--- src/rtl/seg_wb_pkg.sv ---
package seg_wb_pkg;
  typedef enum logic [2:0] {
    ST_IDLE,
    ST_SEL,
    ST_REQ,
    ST_RSP,
    ST_WB,
    ST_FIN
  } walk_state_t;
endpackage

--- src/rtl/seg_wb_pick.sv ---
module seg_wb_pick #(
  parameter int N  = 64,
  localparam int IW = $clog2(N)
) (
  input  logic [N-1:0]  vec,
  output logic          found,
  output logic [N-1:0]  grant,
  output logic [IW-1:0] idx
);
  // isolate the lowest set bit, then encode its position
  assign grant = vec & (~vec + N'(1));
  assign found = |vec;

  always_comb begin
    idx = '0;
    for (int i = 0; i < N; i++) begin
      if (grant[i]) idx = idx | IW'(i);
    end
  end
endmodule

--- src/rtl/seg_wb_ctrl.sv ---
module seg_wb_ctrl
  import seg_wb_pkg::*;
#(
  parameter int ADDR_W     = 48,
  parameter int LINES      = 64,
  parameter int LINE_BYTES = 64,
  localparam int IW = $clog2(LINES),
  localparam int LS = $clog2(LINE_BYTES)
) (
  input  logic              clk,
  input  logic              rst_n,
  input  logic              vic_valid,
  output logic              vic_ready,
  input  logic [ADDR_W-1:0] vic_base,
  input  logic [LINES-1:0]  vic_resident,
  input  logic              vic_dirty,
  output logic              tq_valid,
  input  logic              tq_ready,
  output logic [ADDR_W-1:0] tq_addr,
  input  logic              tr_valid,
  output logic              tr_ready,
  input  logic              tr_present,
  input  logic              tr_dirty,
  output logic              wb_valid,
  input  logic              wb_ready,
  output logic [ADDR_W-1:0] wb_addr,
  output logic              done,
  output logic [LINES-1:0]  pend,
  input  logic              pick_found,
  input  logic [LINES-1:0]  pick_grant,
  input  logic [IW-1:0]     pick_idx
);
  walk_state_t       state;
  logic [ADDR_W-1:0] base_q;
  logic [ADDR_W-1:0] line_q;
  logic [ADDR_W-1:0] line_off;

  assign line_off = {{(ADDR_W-IW){1'b0}}, pick_idx} << LS;

  always_ff @(posedge clk) begin
    if (!rst_n) begin
      state  <= ST_IDLE;
      pend   <= '0;
      base_q <= '0;
      line_q <= '0;
    end else begin
      case (state)
        ST_IDLE: if (vic_valid) begin
          base_q <= vic_base;
          pend   <= vic_dirty ? vic_resident : '0;
          state  <= vic_dirty ? ST_SEL : ST_FIN;
        end
        ST_SEL: if (pick_found) begin
          line_q <= base_q + line_off;
          pend   <= pend & ~pick_grant;
          state  <= ST_REQ;
        end else begin
          state <= ST_FIN;
        end
        ST_REQ: if (tq_ready) state <= ST_RSP;
        ST_RSP: if (tr_valid) state <= (tr_present && tr_dirty) ? ST_WB : ST_SEL;
        ST_WB:  if (wb_ready) state <= ST_SEL;
        ST_FIN: state <= ST_IDLE;
        default: state <= ST_IDLE;
      endcase
    end
  end

  assign vic_ready = (state == ST_IDLE);
  assign tq_valid  = (state == ST_REQ);
  assign tr_ready  = (state == ST_RSP);
  assign wb_valid  = (state == ST_WB);
  assign done      = (state == ST_FIN);
  assign tq_addr   = line_q;
  assign wb_addr   = line_q;

  assert_clean_fast_R2: assert property (@(posedge clk) disable iff (!rst_n)
    vic_valid && vic_ready && !vic_dirty |=> done);
  assert_pick_lowest_R3: assert property (@(posedge clk) disable iff (!rst_n)
    (state == ST_SEL) && (pend != '0) |-> ($countones(pick_grant) == 1) && ((pick_grant & pend) == pick_grant));
  assert_single_probe_R5: assert property (@(posedge clk) disable iff (!rst_n)
    tq_valid && tq_ready |=> !tq_valid);
  assert_wb_needs_dirty_R6: assert property (@(posedge clk) disable iff (!rst_n)
    $rose(wb_valid) |-> $past(tr_valid && tr_ready && tr_present && tr_dirty));
  assert_tq_hold_R7: assert property (@(posedge clk) disable iff (!rst_n)
    tq_valid && !tq_ready |=> tq_valid && $stable(tq_addr));
  assert_wb_hold_R7: assert property (@(posedge clk) disable iff (!rst_n)
    wb_valid && !wb_ready |=> wb_valid && $stable(wb_addr));
  assert_done_pulse_R8: assert property (@(posedge clk) disable iff (!rst_n)
    done |=> !done);
  assert_busy_after_accept_R9: assert property (@(posedge clk) disable iff (!rst_n)
    vic_valid && vic_ready |=> !vic_ready);
endmodule

--- src/rtl/seg_wb_walker.sv ---
module seg_wb_walker #(
  parameter int ADDR_W     = 48,
  parameter int LINES      = 64,
  parameter int LINE_BYTES = 64,
  localparam int IW = $clog2(LINES)
) (
  input  logic              clk,
  input  logic              rst_n,
  input  logic              vic_valid,
  output logic              vic_ready,
  input  logic [ADDR_W-1:0] vic_base,
  input  logic [LINES-1:0]  vic_resident,
  input  logic              vic_dirty,
  output logic              tq_valid,
  input  logic              tq_ready,
  output logic [ADDR_W-1:0] tq_addr,
  input  logic              tr_valid,
  output logic              tr_ready,
  input  logic              tr_present,
  input  logic              tr_dirty,
  output logic              wb_valid,
  input  logic              wb_ready,
  output logic [ADDR_W-1:0] wb_addr,
  output logic              done
);
  logic [LINES-1:0] pend;
  logic [LINES-1:0] grant;
  logic             found;
  logic [IW-1:0]    idx;

  seg_wb_pick #(.N(LINES)) u_pick (
    .vec   (pend),
    .found (found),
    .grant (grant),
    .idx   (idx)
  );

  seg_wb_ctrl #(
    .ADDR_W(ADDR_W), .LINES(LINES), .LINE_BYTES(LINE_BYTES)
  ) u_ctrl (
    .clk          (clk),
    .rst_n        (rst_n),
    .vic_valid    (vic_valid),
    .vic_ready    (vic_ready),
    .vic_base     (vic_base),
    .vic_resident (vic_resident),
    .vic_dirty    (vic_dirty),
    .tq_valid     (tq_valid),
    .tq_ready     (tq_ready),
    .tq_addr      (tq_addr),
    .tr_valid     (tr_valid),
    .tr_ready     (tr_ready),
    .tr_present   (tr_present),
    .tr_dirty     (tr_dirty),
    .wb_valid     (wb_valid),
    .wb_ready     (wb_ready),
    .wb_addr      (wb_addr),
    .done         (done),
    .pend         (pend),
    .pick_found   (found),
    .pick_grant   (grant),
    .pick_idx     (idx)
  );
endmodule

--- config.mk ---
export PLATFORM = sky130hd
export DESIGN_NAME = seg_wb_walker
export DESIGN_NICKNAME = d
export VERILOG_FILES = /design/src/rtl/seg_wb_pkg.sv /design/src/rtl/seg_wb_pick.sv /design/src/rtl/seg_wb_ctrl.sv /design/src/rtl/seg_wb_walker.sv
export SDC_FILE = /design/constraint.sdc
export NUM_CORES = 1
export LEC_CHECK = 0
export ABC_AREA = 1
export BUFFER_PORTS_ARGS = -buffer_cell sky130_fd_sc_hd__clkbuf_2
export CORE_UTILIZATION = 40
export CTS_BUF_LIST = sky130_fd_sc_hd__clkbuf_2 sky130_fd_sc_hd__clkbuf_4 sky130_fd_sc_hd__clkbuf_8
export DETAILED_ROUTE_END_ITERATION = 7
export SETUP_SLACK_MARGIN = 0.4
export SKIP_LAST_GASP = 1
export SLEW_MARGIN = 20
export SYNTH_ARGS = -nofsm -noshare
export SYNTH_HDL_FRONTEND = slang
export SYNTH_SLANG_ARGS = --single-unit
--- constraint.sdc ---
create_clock -name clk -period 5.15 [get_ports clk]
set_input_delay 1.03 -clock clk [delete_from_list [all_inputs] [get_ports clk]]
set_output_delay 1.03 -clock clk [all_outputs]
set_load 0.02 [all_outputs]
After elaboration in Yosys (flattened, before gate mapping)

Index checks and enable logic that the tools add are counted.

Register bits: 163
Memories kept: 0
Bits in writable memories: 0
Bits in latches: 0
Word-level logic and storage cells: 133
ROM bits: 0

Multiplexer cells: 101
Divide/modulo/power cells: 0
Bitwise logic cells: 4
Reduce and logical (&&, ||, !) cells: 7
Equality and inequality tests: 15
Order comparisons: 0
Shifts and indexed selects: 0
Multipliers: 0
Add/subtract/negate cells: 2

Operators by type and width:

| cell                                                            | number |
|---|---|
| 64-bit 2-to-1 mux                                               | 8 |
| 48-bit 2-to-1 mux                                               | 10 |
| 6-bit 2-to-1 mux                                                | 32 |
| 64-bit bitwise AND                                              | 2 |
| 64-bit inverter                                                 | 2 |
| 64-bit one-hot mux with 2 select lines                          | 1 |
| 5-bit 2-to-1 mux                                                | 16 |
| 3-bit 2-to-1 mux                                                | 22 |
| 64-bit by 1-bit adder with 64-bit output, second input constant | 1 |
| 64-bit OR reduction                                             | 1 |
| 48-bit by 12-bit adder with 48-bit output                       | 1 |
| 4-bit 2-to-1 mux                                                | 8 |
| 3-bit one-hot mux with 5 select lines                           | 1 |
| 3-bit != test, second input constant                            | 3 |
| 2-bit by 1-bit != test with 1-bit output, second input constant | 4 |
| 3-bit by 2-bit == test with 1-bit output, second input constant | 2 |
| 3-bit == test, second input constant                            | 2 |
| 3-bit by 2-bit != test with 1-bit output, second input constant | 2 |
| 2-bit 2-to-1 mux                                                | 2 |
| 2-bit AND reduction                                             | 2 |
| 4-bit AND reduction                                             | 1 |
| 3-bit by 1-bit == test with 1-bit output, second input constant | 1 |
| 3-bit zero test                                                 | 1 |
| 3-bit by 1-bit != test with 1-bit output, second input constant | 1 |
| other kinds (3)                                                 | 3 |

Longest topological paths before layout

Depth after elaboration: 72
Gate-level depth with buffers: 27
Gate-level depth less buffers: 27

Cells and area by module

Synthesis repeated with hierarchy kept, for this count alone.

Cells, all modules: 1823
Area total of the unflattened synthesis: 10916.7 sq um

Modules (own cells, without submodules):

| module      | area each (sq um) | cells an instance | instances | seq. area each (sq um) |
|---|---|---|---|---|
| seg_wb_ctrl | 8280.4            | 1207              | 1         | 3263.1 |
| seg_wb_pick | 2636.3            | 616               | 1         | 0.0 |

Worst setup path before layout

OpenSTA, ideal clock, no wires.

Path kind: register to register
Start point: reg u_ctrl.pend[0]
End point: reg u_ctrl.line_q[38], in the netlist u_ctrl.tq_addr[38]
Setup slack: 1.553 ns
Cell stages (with the launch flop): 28
Arrival: 3.480 ns
Clock period less this slack: 3.597 ns
Path through: dfxtp_1 nor2_4 nand2_1 nor2_4 nand2_1 nor2_1 nand2_1 nor2_1 nand2_1 nand2_1 inv_1 nand2_1 nor2_1 nand3_1 ha_1 inv_1 fa_1 inv_1 nand3_1 nand2_1 a21oi_1 nor2_1 nand2_1 nor2_1 nand2_1 xor2_1 nor2_1 nor2_1

Word-level cells in the longest chain between the ends: 72

RTL lines:

| element                                   | RTL line          | source |
|---|---|---|
| start: declaration                        | seg_wb_ctrl.sv:28 | `output logic [LINES-1:0] pend,` |
| start signal: assignment                  | seg_wb_ctrl.sv:50 | `pend <= vic_dirty ? vic_resident : '0;` |
| start signal: assignment                  | seg_wb_ctrl.sv:55 | `pend <= pend & ~pick_grant;` |
| 64-bit inverter                           | seg_wb_pick.sv:11 | `assign grant = vec & (~vec + N'(1));` |
| 64-bit by 1-bit adder with 64-bit output  | seg_wb_pick.sv:11 |  |
| 64-bit bitwise AND                        | seg_wb_pick.sv:11 |  |
| 1-bit 2-to-1 mux                          | seg_wb_pick.sv:17 | `if (grant[i]) idx = idx \| IW'(i);` |
| 2-bit 2-to-1 mux (2 in series)            | seg_wb_pick.sv:17 |  |
| 3-bit 2-to-1 mux (4 in series)            | seg_wb_pick.sv:17 |  |
| 4-bit 2-to-1 mux (8 in series)            | seg_wb_pick.sv:17 |  |
| 5-bit 2-to-1 mux (16 in series)           | seg_wb_pick.sv:17 |  |
| 6-bit 2-to-1 mux (32 in series)           | seg_wb_pick.sv:17 |  |
| 48-bit by 12-bit adder with 48-bit output | seg_wb_ctrl.sv:54 | `line_q <= base_q + line_off;` |
| 48-bit 2-to-1 mux                         | seg_wb_ctrl.sv:53 | `ST_SEL: if (pick_found) begin` |
| 48-bit 2-to-1 mux                         | seg_wb_ctrl.sv:47 | `case (state)` |
| 48-bit 2-to-1 mux                         | seg_wb_ctrl.sv:41 | `if (!rst_n) begin` |
| 48-bit 2-to-1 mux                         | seg_wb_ctrl.sv:47 |  |
| 48-bit 2-to-1 mux                         | seg_wb_ctrl.sv:41 |  |
| end signal: assignment                    | seg_wb_ctrl.sv:54 |  |
| end: declaration                          | seg_wb_ctrl.sv:35 | `logic [ADDR_W-1:0] line_q;` |

Several ways; a longest one is shown, not always the timed one. The select of a mux whose other input is x is not followed.
A chain may end at the register's enable or synchronous reset.

Worst setup path after layout

Same ends and word-level chain as after synthesis.

==> flow_metrics.tcl <==
set metrics [dict create \
    fin_tns_setup_ns 0 \
    netlist.area_leader.share_pct 32.3 \
    hold_buffers 0 \
    clk_latency_ns 0.49 \
    yosysWarnings 0 \
    synth_common_cells "nand2_1 (374), nor2_1 (319), dfxtp_1 (163)" \
    hold_slack_ns 0.455 \
    num_rows 57 \
    drive_gt1_share_pct 16.4 \
    finalCriticalPeriod_ns 4.37 \
    ios 222 \
    endpoint_kind "flop" \
    routed_wl_um 41600 \
    nNetsFinal 1869 \
    grt_pass1_vias 11100 \
    synth_most_common_cell "nand2_1" \
    syn-cell-area_sq_mm 0.0101 \
    tritoncts "built" \
    min_path_type "reg -> reg" \
    fin_crit_sh_pct 84.8 \
    drv_slew 0 \
    syn_nets 1734 \
    cts_setup_buffers 0 \
    cp.arrival_ns 4.76 \
    netlist_top_cells_area "dfxtp_1 (32%), nand2_1 (14%), nor2_1 (12%)" \
    ant_nets 0 \
    synth_edf_count 0 \
    syn_inst 1606 \
    clock-sinks 163 \
    max_stage_delay_ns 0.39 \
    cap_violations 0 \
    start_util_pct 41.2 \
    start_kind "flop" \
    synthArstFlopShare_pct 0 \
    via_per_inst 5.47 \
    area_delta_synth_final_pct 13.0 \
    synth-seq-area-share_pct 32.3 \
    cts.repair.resized 0 \
    die-area_sq_mm 0.0259 \
    synth-seq-cells 163 \
    die_width_um 161 \
    relSlewSlack_pct 36.4 \
    required_ns 5.54 \
    wl_per_cell_um 20.0 \
    grt.total_usage_pct 32.3 \
    hold_path_depth 2 \
    crit_type "reg -> reg" \
    finalHoldViolCount 0 \
    drcViolationCount 0 \
    rsz0062_at_grt "no" \
    yosys_most_used_dff "dfxtp_1" \
    synth_cell_types 46 \
    antennaDiodeCount 0 \
    dp_hpwl_um 32000 \
    coreArea_sq_mm 0.0245 \
    synth_top_cell_by_area "dfxtp_1" \
    clk_pin_slew_ns 0.12 \
    pwr_density_cell_mw_per_mm2 598 \
    grt-ovfl-total 0 \
    drtIter0Drc 888 \
    numPortBuffers 221 \
    tightest_slew_ns 0.954 \
    gp_congestion 0.983 \
    rr_worst_depth 25 \
    fill_cells 2705 \
    avgSynthCellArea_sq_um 6.29 \
    numCtsBuffers 17 \
    antenna_found_initial 0 \
    setup_viol 0 \
    htreeDepth 4 \
    skew_ns 0.0289 \
    grt_max_degree 90 \
    vias 11400 \
    dr.pass1.iters 5 \
    die_h_um 161 \
    cp_max_fo 9 \
    cts-root-buf "clkbuf_8" \
    vdd_drop_max_mv 0.276 \
    fmax_ghz 0.229 \
    crit_path_top_delay_cell "fa_1" \
    crit_top_cell "nand2_1" \
    leakagePower_nw 5.27 \
    clockBufferDepth 2 \
    status "finished, final reports clean" \
    grt_pass1_wl_um 63900 \
]
-- layout make-up --
| type | count | area (sq um) | area share [%] |
|---|---|---|---|
| timing repair buffer | 232 | 1190 | 10.4 |
| sequential | 163 | 3260 | 28.6 |
| clock buffer | 17 | 234 | 2.05 |
| inverter | 96 | 370 | 3.24 |
| multi-input combinational | 1231 | 5790 | 50.7 |
| clock inverter | 14 | 158 | 1.38 |
| tap | 324 | 405 | 3.55 |
-- worst max-delay path: cells and delay by family (launching register included) --
family	cells	cell delay (ns)
adder cells (fa/ha/maj)	2	0.59
XOR/XNOR	1	0.15
AND/OR/NAND/NOR	18	2.73
AO/OA/AOI/OAI	1	0.17
buffers and inverters	3	0.27
flip-flops	1	0.37
-- placed cells by master, fill, tap and decap left out, drive strengths merged, types with 25 or more instances in the layout --
| cell type | netlist | routed |
|---|---|---|
| a211oi | 25 | 25 |
| inv | 95 | 104 |
| nand3 | 154 | 154 |
| dfxtp | 163 | 163 |
| nand4 | 74 | 74 |
| nor2 | 327 | 327 |
| nand2 | 380 | 380 |
| clkbuf | 46 | 237 |
| o21ai | 117 | 117 |
| a21oi | 59 | 59 |
-- where the power goes --
part	internal (mW)	switching (mW)	total, mW
combinational	1.04	2.72	3.76
sequential	1.65	0.420	2.07
clock	0.367	0.630	0.997
-- final timing paths --
check / from / end / slack, ns
max: u_ctrl.pend[0] / u_ctrl.tq_addr[38] / 0.78
max reg2reg: u_ctrl.pend[0] / u_ctrl.tq_addr[38] / 0.78
min reg2reg: u_ctrl.base_q[4] / u_ctrl.tq_addr[4] / 0.46
min: u_ctrl.base_q[4] / u_ctrl.tq_addr[4] / 0.46
-- stage by stage --
stage,power (mW),area [sq um],util (%),setup WS (ns),std cells
finish,6.83,11400,46.5,0.781,2077
global route,7.31,11400,46.5,0.414,2077
CTS,6.82,11400,46.5,0.532,2077
detailed placement,5.82,11000,44.9,0.549,2046
global placement,5.84,11000,44.9,0.666,2046
floorplan,4.70,10100,-,1.55,1606
-- logic make-up after synthesis --
| group | Yosys count | synth area share, % |
|---|---|---|
| AO/OA/AOI/OAI | 230 | 12.6 |
| AND/OR/NAND/NOR | 971 | 41.7 |
| flip-flops | 163 | 32.3 |
| XOR/XNOR | 23 | 1.99 |
| buffers and inverters | 212 | 10.4 |
| adder cells (fa/ha/maj) | 7 | 0.942 |
-- state kept, by name, summed over array words and instances (netlist names) --
register        cells
u_ctrl.state        3
u_ctrl.base_q      48
u_ctrl.tq_addr     48
u_ctrl.pend        64
-- layer usage --
layer  GRT usage (%)  part of all wire (%)  wire length (um)  up-vias
li1                -                     -                 -     5579
met1            37.5                    41             17000     5342
met2            58.6                    51             21200      356
met3            4.44                   3.8              1590       88
met4            14.2                   4.2              1740        0
met5               0                     0                 0        -
(Power assumes the default switching activity.)
